`src/rtl/hctl_pkg.sv`:
```
// Package: shared constants and types for the hart debug control block.
// Assumes a 32-bit register layout; field positions are fixed here.
package hctl_pkg;
    localparam int DATA_W = 32;
    localparam int SEL_W  = 10;
    localparam int MASK_W = 16;

    localparam logic [7:0] ADDR_CTRL = 8'h10;
    localparam logic [7:0] ADDR_STAT = 8'h11;

    // control register bit positions
    localparam int C_HALT   = 31;
    localparam int C_RESUME = 30;
    localparam int C_HRST   = 29;
    localparam int C_ACK    = 28;
    localparam int C_MODE   = 26;
    localparam int C_SEL_LO = 16;

    // status register bit positions
    localparam int S_ERR_LO   = 24;
    localparam int S_ALL_RST  = 19;
    localparam int S_ANY_RST  = 18;
    localparam int S_ALL_RACK = 17;
    localparam int S_ANY_RACK = 16;
    localparam int S_ALL_RUN  = 11;
    localparam int S_ANY_RUN  = 10;
    localparam int S_ALL_HLT  = 9;
    localparam int S_ANY_HLT  = 8;

    typedef enum logic [2:0] {
        ERR_NONE    = 3'd0,
        ERR_BADADDR = 3'd1,
        ERR_OTHER   = 3'd7
    } err_code_e;

    typedef struct packed {
        logic all_set;
        logic any_set;
    } summary_t;
endpackage

```
`src/rtl/hctl_sel_decode.sv`:
```
// Module: turns mode, hart index and mask into a one-bit-per-hart selection.
// Assumes N_HARTS <= MASK_W; an index beyond the hart count selects nothing.
module hctl_sel_decode
    import hctl_pkg::*;
#(
    parameter int N_HARTS = 4
) (
    input  logic                 mode,
    input  logic [SEL_W-1:0]     idx,
    input  logic [MASK_W-1:0]    mask,
    output logic [N_HARTS-1:0]   sel
);
    // one decode term per hart
    for (genvar i = 0; i < N_HARTS; i++) begin : g_sel
        assign sel[i] = (idx == SEL_W'(i)) | (mode & mask[i]);
    end
endmodule

```
`src/rtl/hctl_summary.sv`:
```
// Module: reduces a per-hart flag vector over a selection to any/all bits.
// Assumes an empty selection yields both bits 0.
module hctl_summary
    import hctl_pkg::*;
#(
    parameter int N_HARTS = 4
) (
    input  logic [N_HARTS-1:0] sel,
    input  logic [N_HARTS-1:0] flags,
    output summary_t           sum
);
    logic [N_HARTS-1:0] hit;

    // any/all over the selected harts
    always_comb begin
        hit         = sel & flags;
        sum.any_set = |hit;
        sum.all_set = (|sel) && (hit == sel);
    end
endmodule

```
`src/rtl/hctl_hart_slice.sv`:
```
// Module: per-hart request and flag state driven by control writes.
// Assumes wr_sel already reflects the selection carried in the current write,
// and that a hart cannot be halted and running at once.
module hctl_hart_slice #(
    parameter bit HAS_RESET = 1'b1
) (
    input  logic clk,
    input  logic rst_n,
    input  logic wr_ctrl,
    input  logic wr_sel,
    input  logic wr_halt,
    input  logic wr_resume,
    input  logic wr_hrst,
    input  logic wr_ack,
    input  logic halted,
    input  logic running,
    input  logic reset_event,
    output logic halt_req,
    output logic resume_req,
    output logic hrst,
    output logic seen,
    output logic rack
);
    logic halt_q, pend_q, seen_q, rack_q;
    logic hit, issue;

    assign hit   = wr_ctrl && wr_sel;
    assign issue = hit && wr_resume && !wr_halt && halted;

    // halt request level follows each write that selects this hart
    always_ff @(posedge clk) begin
        if (!rst_n)   halt_q <= 1'b0;
        else if (hit) halt_q <= wr_halt;
    end

    // resume request pending until running; ack flag tracks completion
    always_ff @(posedge clk) begin
        if (!rst_n) begin
            pend_q <= 1'b0;
            rack_q <= 1'b0;
        end else if (issue) begin
            pend_q <= 1'b1;
            rack_q <= 1'b0;
        end else if (pend_q && running) begin
            pend_q <= 1'b0;
            rack_q <= 1'b1;
        end
    end

    // sticky reset-seen flag; a new reset beats an acknowledge
    always_ff @(posedge clk) begin
        if (!rst_n)                seen_q <= 1'b0;
        else if (reset_event)      seen_q <= 1'b1;
        else if (hit && wr_ack)    seen_q <= 1'b0;
    end

    if (HAS_RESET) begin : g_rst
        logic hrst_q;
        // reset level follows each write that selects this hart
        always_ff @(posedge clk) begin
            if (!rst_n)   hrst_q <= 1'b0;
            else if (hit) hrst_q <= wr_hrst;
        end
        assign hrst = hrst_q;
    end else begin : g_norst
        assign hrst = 1'b0;
    end

    assign halt_req   = halt_q;
    assign resume_req = pend_q;
    assign seen       = seen_q;
    assign rack       = rack_q;

    assert_halt_follows_R3: assert property (@(posedge clk) disable iff (!rst_n)
        hit |=> (halt_q == $past(wr_halt)));
    assert_resume_blocked_R5: assert property (@(posedge clk) disable iff (!rst_n)
        (hit && wr_halt) |=> !$rose(pend_q));
    assert_seen_sticky_R8: assert property (@(posedge clk) disable iff (!rst_n)
        (seen_q && !(hit && wr_ack)) |=> seen_q);
    assert_ack_clears_R9: assert property (@(posedge clk) disable iff (!rst_n)
        (hit && wr_ack && !reset_event) |=> !seen_q);
endmodule

```
`src/rtl/hart_dbg_ctrl.sv`:
```
// Module: debugger-facing control/status registers for N_HARTS harts.
// Assumes a single access per cycle; write and read together is an error.
// Read data is registered and reflects state before the read edge.
module hart_dbg_ctrl
    import hctl_pkg::*;
#(
    parameter int N_HARTS   = 4,
    parameter int ADDR_W    = 7,
    parameter bit HAS_RESET = 1'b1
) (
    input  logic                clk,
    input  logic                rst_n,
    input  logic [ADDR_W-1:0]   acc_addr,
    input  logic [31:0]         acc_wdata,
    input  logic                acc_we,
    input  logic                acc_re,
    input  logic [N_HARTS-1:0]  hart_halted,
    input  logic [N_HARTS-1:0]  hart_running,
    input  logic [N_HARTS-1:0]  hart_reset_event,
    output logic [31:0]         acc_rdata,
    output logic [N_HARTS-1:0]  hart_halt_req,
    output logic [N_HARTS-1:0]  hart_resume_req,
    output logic [N_HARTS-1:0]  hart_reset
);
    localparam logic [ADDR_W-1:0] A_CTRL = ADDR_W'(ADDR_CTRL);
    localparam logic [ADDR_W-1:0] A_STAT = ADDR_W'(ADDR_STAT);

    logic                mode_q;
    logic [SEL_W-1:0]    idx_q;
    logic [N_HARTS-1:0]  mask_q;
    err_code_e           err_q;
    logic [31:0]         rdata_q;

    logic both, wr_ok, rd_ok, is_ctrl, is_stat, bad_addr, wr_ctrl, err_clr;
    logic [N_HARTS-1:0]  sel_new, sel_cur;
    logic [N_HARTS-1:0]  seen_v, rack_v;
    logic [MASK_W-1:0]   mask_ext;
    summary_t            s_hlt, s_run, s_rst, s_rack;
    logic [31:0]         ctrl_rd, stat_rd;
    logic                idx_rst;

    // access decode
    always_comb begin
        both     = acc_we && acc_re;
        wr_ok    = acc_we && !acc_re;
        rd_ok    = acc_re && !acc_we;
        is_ctrl  = (acc_addr == A_CTRL);
        is_stat  = (acc_addr == A_STAT);
        bad_addr = !is_ctrl && !is_stat;
        wr_ctrl  = wr_ok && is_ctrl;
        err_clr  = wr_ok && is_stat && (acc_wdata[S_ERR_LO+:3] == 3'b111);
        mask_ext = MASK_W'(mask_q);
    end

    hctl_sel_decode #(.N_HARTS(N_HARTS)) u_sel_new (
        .mode (acc_wdata[C_MODE]),
        .idx  (acc_wdata[C_SEL_LO+:SEL_W]),
        .mask (acc_wdata[MASK_W-1:0]),
        .sel  (sel_new)
    );

    hctl_sel_decode #(.N_HARTS(N_HARTS)) u_sel_cur (
        .mode (mode_q),
        .idx  (idx_q),
        .mask (mask_ext),
        .sel  (sel_cur)
    );

    for (genvar i = 0; i < N_HARTS; i++) begin : g_hart
        hctl_hart_slice #(.HAS_RESET(HAS_RESET)) u_slice (
            .clk         (clk),
            .rst_n       (rst_n),
            .wr_ctrl     (wr_ctrl),
            .wr_sel      (sel_new[i]),
            .wr_halt     (acc_wdata[C_HALT]),
            .wr_resume   (acc_wdata[C_RESUME]),
            .wr_hrst     (acc_wdata[C_HRST]),
            .wr_ack      (acc_wdata[C_ACK]),
            .halted      (hart_halted[i]),
            .running     (hart_running[i]),
            .reset_event (hart_reset_event[i]),
            .halt_req    (hart_halt_req[i]),
            .resume_req  (hart_resume_req[i]),
            .hrst        (hart_reset[i]),
            .seen        (seen_v[i]),
            .rack        (rack_v[i])
        );
    end

    hctl_summary #(.N_HARTS(N_HARTS)) u_sum_hlt  (.sel(sel_cur), .flags(hart_halted),  .sum(s_hlt));
    hctl_summary #(.N_HARTS(N_HARTS)) u_sum_run  (.sel(sel_cur), .flags(hart_running), .sum(s_run));
    hctl_summary #(.N_HARTS(N_HARTS)) u_sum_rst  (.sel(sel_cur), .flags(seen_v),       .sum(s_rst));
    hctl_summary #(.N_HARTS(N_HARTS)) u_sum_rack (.sel(sel_cur), .flags(rack_v),       .sum(s_rack));

    // stored selection fields
    always_ff @(posedge clk) begin
        if (!rst_n) begin
            mode_q <= 1'b0;
            idx_q  <= '0;
            mask_q <= '0;
        end else if (wr_ctrl) begin
            mode_q <= acc_wdata[C_MODE];
            idx_q  <= acc_wdata[C_SEL_LO+:SEL_W];
            mask_q <= acc_wdata[N_HARTS-1:0];
        end
    end

    // sticky error code: first error kept until cleared
    always_ff @(posedge clk) begin
        if (!rst_n)                               err_q <= ERR_NONE;
        else if (err_clr)                         err_q <= ERR_NONE;
        else if (err_q == ERR_NONE) begin
            if (both)                             err_q <= ERR_OTHER;
            else if ((wr_ok || rd_ok) && bad_addr) err_q <= ERR_BADADDR;
        end
    end

    // reset level of the indexed hart for readback
    always_comb begin
        idx_rst = 1'b0;
        for (int i = 0; i < N_HARTS; i++) begin
            if (idx_q == SEL_W'(i)) idx_rst = hart_reset[i];
        end
    end

    // read data assembly for both registers
    always_comb begin
        ctrl_rd                    = '0;
        ctrl_rd[C_HRST]            = idx_rst;
        ctrl_rd[C_MODE]            = mode_q;
        ctrl_rd[C_SEL_LO+:SEL_W]   = idx_q;
        ctrl_rd[N_HARTS-1:0]       = mask_q;

        stat_rd                    = '0;
        stat_rd[S_ERR_LO+:3]       = err_q;
        stat_rd[S_ALL_RST]         = s_rst.all_set;
        stat_rd[S_ANY_RST]         = s_rst.any_set;
        stat_rd[S_ALL_RACK]        = s_rack.all_set;
        stat_rd[S_ANY_RACK]        = s_rack.any_set;
        stat_rd[S_ALL_RUN]         = s_run.all_set;
        stat_rd[S_ANY_RUN]         = s_run.any_set;
        stat_rd[S_ALL_HLT]         = s_hlt.all_set;
        stat_rd[S_ANY_HLT]         = s_hlt.any_set;
    end

    // registered read port
    always_ff @(posedge clk) begin
        if (!rst_n)              rdata_q <= '0;
        else if (rd_ok && is_ctrl) rdata_q <= ctrl_rd;
        else if (rd_ok && is_stat) rdata_q <= stat_rd;
        else                     rdata_q <= '0;
    end

    assign acc_rdata = rdata_q;

    assert_err_sticky_R12: assert property (@(posedge clk) disable iff (!rst_n)
        ((err_q != ERR_NONE) && !err_clr) |=> $stable(err_q));
    assert_badaddr_code_R12: assert property (@(posedge clk) disable iff (!rst_n)
        ((err_q == ERR_NONE) && wr_ok && bad_addr) |=> (err_q == ERR_BADADDR));
    assert_collision_inert_R12: assert property (@(posedge clk) disable iff (!rst_n)
        both |=> $stable(hart_halt_req));
    assert_all_any_R11: assert property (@(posedge clk) disable iff (!rst_n)
        s_hlt.all_set |-> s_hlt.any_set);
endmodule

```
`config.mk`:
```
export PLATFORM = sky130hd
export DESIGN_NAME = hart_dbg_ctrl
export DESIGN_NICKNAME = d
export VERILOG_FILES = /design/src/rtl/hctl_pkg.sv /design/src/rtl/hctl_sel_decode.sv /design/src/rtl/hctl_summary.sv /design/src/rtl/hctl_hart_slice.sv /design/src/rtl/hart_dbg_ctrl.sv
export SDC_FILE = /design/constraint.sdc
export NUM_CORES = 1
export LEC_CHECK = 0
export BUFFER_PORTS_ARGS = -buffer_cell sky130_fd_sc_hd__buf_2
export CORE_ASPECT_RATIO = 1.4
export CORE_UTILIZATION = 30
export CTS_CLUSTER_DIAMETER = 40
export CTS_CLUSTER_SIZE = 40
export DETAILED_ROUTE_END_ITERATION = 12
export PLACE_DENSITY = 0.54
export SETUP_SLACK_MARGIN = 0.1
export SLEW_MARGIN = 20
export SYNTH_ARGS = -nofsm -noshare
export SYNTH_HDL_FRONTEND = slang
export SYNTH_SLANG_ARGS = --single-unit
```
`constraint.sdc`:
```
create_clock -name clk -period 3.4 [get_ports clk]
set_input_delay 0.51 -clock clk [delete_from_list [all_inputs] [get_ports clk]]
set_output_delay 0.51 -clock clk [all_outputs]
set_load 0.01 [all_outputs]
```
==> flow_summary.yaml <==
run_status:
  outcome: "completed"
synthesis:
  postSynth.asyncResetShare: 0
  syn_avg_cell_area_um2: 8.584
  synth_enable_flop_cells: 0
  synth_seq_area_share: 0.3933
  most_area_consuming_cells_after_synthesis: "sky130_fd_sc_hd__dfxtp_1 (39%), sky130_fd_sc_hd__a21oi_1 (6.9%), sky130_fd_sc_hd__buf_4 (6.7%), sky130_fd_sc_hd__nand2_1 (5.0%), sky130_fd_sc_hd__a22o_1 (3.0%)"
  main_synth_ff_type: "sky130_fd_sc_hd__dfxtp_1"
  synth_top_area_frac: 0.3933
  synthDistinctLibCells: 52
  yosysWarnings: 0
  syn-cell-area_um2: 2902
  post_synthesis_cells: 338
  synth_largest_area_cell: "sky130_fd_sc_hd__dfxtp_1"
  synth.ff_latch_count: 57
drt:
  drt_first_pass_iters: 7
  routed_via_density: 5.271
  route.final.wire_length_um: 8148
  detailedRoute.firstIterationViolations: 282
  routed_vias: 2688
  drc: 0
  drt-wirelength-per-cell_um: 15.98
  final_antenna_net_count: 0
clock_network:
  tritoncts_num_sinks: 57
  cts_setup_buffers: 0
  cts_inserted_buffers: 9
  clock_tree_from_tritoncts: "done"
  ctsHoldBuffers: 0
  clockBufferDepth: 2
  clkTransAtPathRegs_ns: 0.05
  cts-htree-levels: 3
  clk_root_buffer_cell: "sky130_fd_sc_hd__clkbuf_16"
  insertion_delay_ns: 0.33
  ctsResizeCount: 0
floorplanning:
  start_util: 0.3085
  design.core.area_um2: 9407
  die_outline_area_um2: 10070
  floorplan.rows: 42
  die_x_um: 85.12
  design.portCount: 99
  dieHeight_um: 118.4
timing:
  report.final.hold_viol_count: 0
  rsz0062_at_grt: "false"
  worst_clock_skew_ns: 0.004459
  timing.fmax_mhz: 422.8
  drv_slew: 0
  report.final.setup_viol: 0
  max_slew.worst_pin.slew_ns: 0.9869
  final.period_utilization: 0.6956
  layout_min_cycle_time_ns: 2.365
  setup_tns_ns: 0
  timing.max_slew.rel_slack: 0.3380
global_route:
  grt_pass1_vias: 2597
  grt_overflow_total: 0
  grt_pass1_wl_um: 13170
  groute.usage.overall: 0.1715
  antenna_found_initial: 0
  grt_start_max_net_pins: 36
critical_path:
  critPathMaxFanout: 8
  cpPeakStageDelay_ns: 0.81
  cp.arrival_ns: 2.55
  path_cells: "buf_2 -> or4_1 -> o41ai_1 -> nand4_1 -> nor3b_1"
  element_type_at_the_critical_path_end: "flip-flop"
  timing.setup.critical_path_class: "primary input to flip-flop"
  critPathSlowestCell: "sky130_fd_sc_hd__o41ai_1"
  critical_path.startpoint_type: "primary input"
  worstPathRequired_ns: 3.58
layout:
  flow.area_growth_from_synthesis_pct: 20.05
  mostFrequentLayoutCell: "sky130_fd_sc_hd__buf_2"
  finalNetCount: 453
  mostFrequentLayoutCells: "sky130_fd_sc_hd__buf_2 (73), sky130_fd_sc_hd__dfxtp_1 (57), sky130_fd_sc_hd__a21oi_1 (40)"
  layout-drive-gt1-share: 0.2625
  final-instance-count-excl-fill: 510
  antenna-diode-count: 0
placed_design:
  place.detailed.instances: 494
  gpl.final_weighted_congestion: 0.8216
  place.detailed.hpwl_um: 6162
  placement.io_buffers: 73
power_and_ir_drop:
  static-leakage-power_nw: 1.380
  vdd_ir_drop_max_v: 0.0002027
  power.density_nw_per_um2: 457.0
hold_path:
  timing.hold.worst.class: "primary input to flip-flop"
run:
  maxCapViolations: 0
power breakdown:
group / leakage, nW / internal [mW] / switching (mW)
clock: 0.131 / 0.490 / 0.325
combinational: 0.788 / 0.0355 / 0.0604
sequential: 0.461 / 0.674 / 0.00657
layout make-up:
type                       count  area, um^2
timing repair buffer          78       402.9
fill                         977        5923
sequential                    57        1141
multi-input combinational    236        1480
clock inverter                 7       47.55
clock buffer                   9       225.2
tap                          110       137.6
inverter                      13       48.80
routing by layer:
| layer | vias to the layer above | GRT usage | part of all wire |
|---|---|---|---|
| li1 | 1310 | - | - |
| met3 | 10 | 0.02723 | 0.052 |
| met5 | - | 0 | 0 |
| met1 | 1274 | 0.2010 | 0.41 |
| met2 | 94 | 0.2853 | 0.52 |
| met4 | 0 | 0.1133 | 0.011 |
critical path: cells and delay by family:
family	cells	cell delay [ns]
AND/OR/NAND/NOR	3	1.13
AO/OA/AOI/OAI	1	0.81
buffers and inverters	1	0.11
cell families (layout without fill, tap and decap cells):
family,Yosys count,after routing,share of synthesized area
other,1,12,0.001292
AND/OR/NAND/NOR,112,112,0.2139
multiplexers,7,7,0.02846
buffers and inverters,56,107,0.1108
AO/OA/AOI/OAI,102,102,0.2393
flip-flops,57,57,0.3933
adder cells (fa/ha/maj),3,3,0.01294
registers in the layout, summed over array words and instances (netlist names), 2 cells and up:
signal                     cells
g_hart.u_slice.halt_req        4
acc_rdata                     20
err_q                          2
idx_q                         10
g_hart.u_slice.resume_req      4
g_hart.u_slice.seen            4
mask_q                         4
g_hart.u_slice.hrst            4
g_hart.u_slice.rack            4
final timing paths:
check	start	slack, ns	cells after the start	to
max reg2reg	idx_q[6]	1.40	4	acc_rdata[19]
min reg2reg	idx_q[5]	0.48	2	idx_q[5]
max	acc_wdata[18]	1.03	5	g_hart[2].u_slice.rack
min	hart_reset_event[3]	0.41	3	g_hart[3].u_slice.seen
metrics by stage:
step	cell area [um^2]	hold slack, ns	total power, mW	utilization	setup slack [ns]
after detailed placement	3211	0.4668	0.7903	0.3413	0.6767
after CTS	3483	0.4007	1.607	0.3703	1.024
after global placement	3211	0.4647	0.7888	0.3413	0.7208
after global routing	3483	0.4188	1.647	0.3703	0.9246
final	3483	0.4084	1.592	0.3703	1.035
after floorplan	2943	0.4465	0.7476	-	1.240
Yosys cell counts (all sizes together), types with 2 or more instances:
cell     instances
nand4            9
o41ai            4
dfxtp           57
and2             8
nor2b            8
or4              4
o21ai           16
or2b             2
nor4             4
a31oi            2
nand3           11
inv             12
ha               3
nand3b           2
a222oi           2
o32ai            2
o31ai            3
nor3b            4
mux2i            6
o22ai            4
nand2           40
buf             30
o221ai           2
a32oi            2
nand2b          12
a2111oi          4
o41a             3
a32o             2
o2111ai          2
clkbuf          13
nor2             4
a22o            10
a21oi           40
No activity file was read; power rests on OpenSTA's default activity.
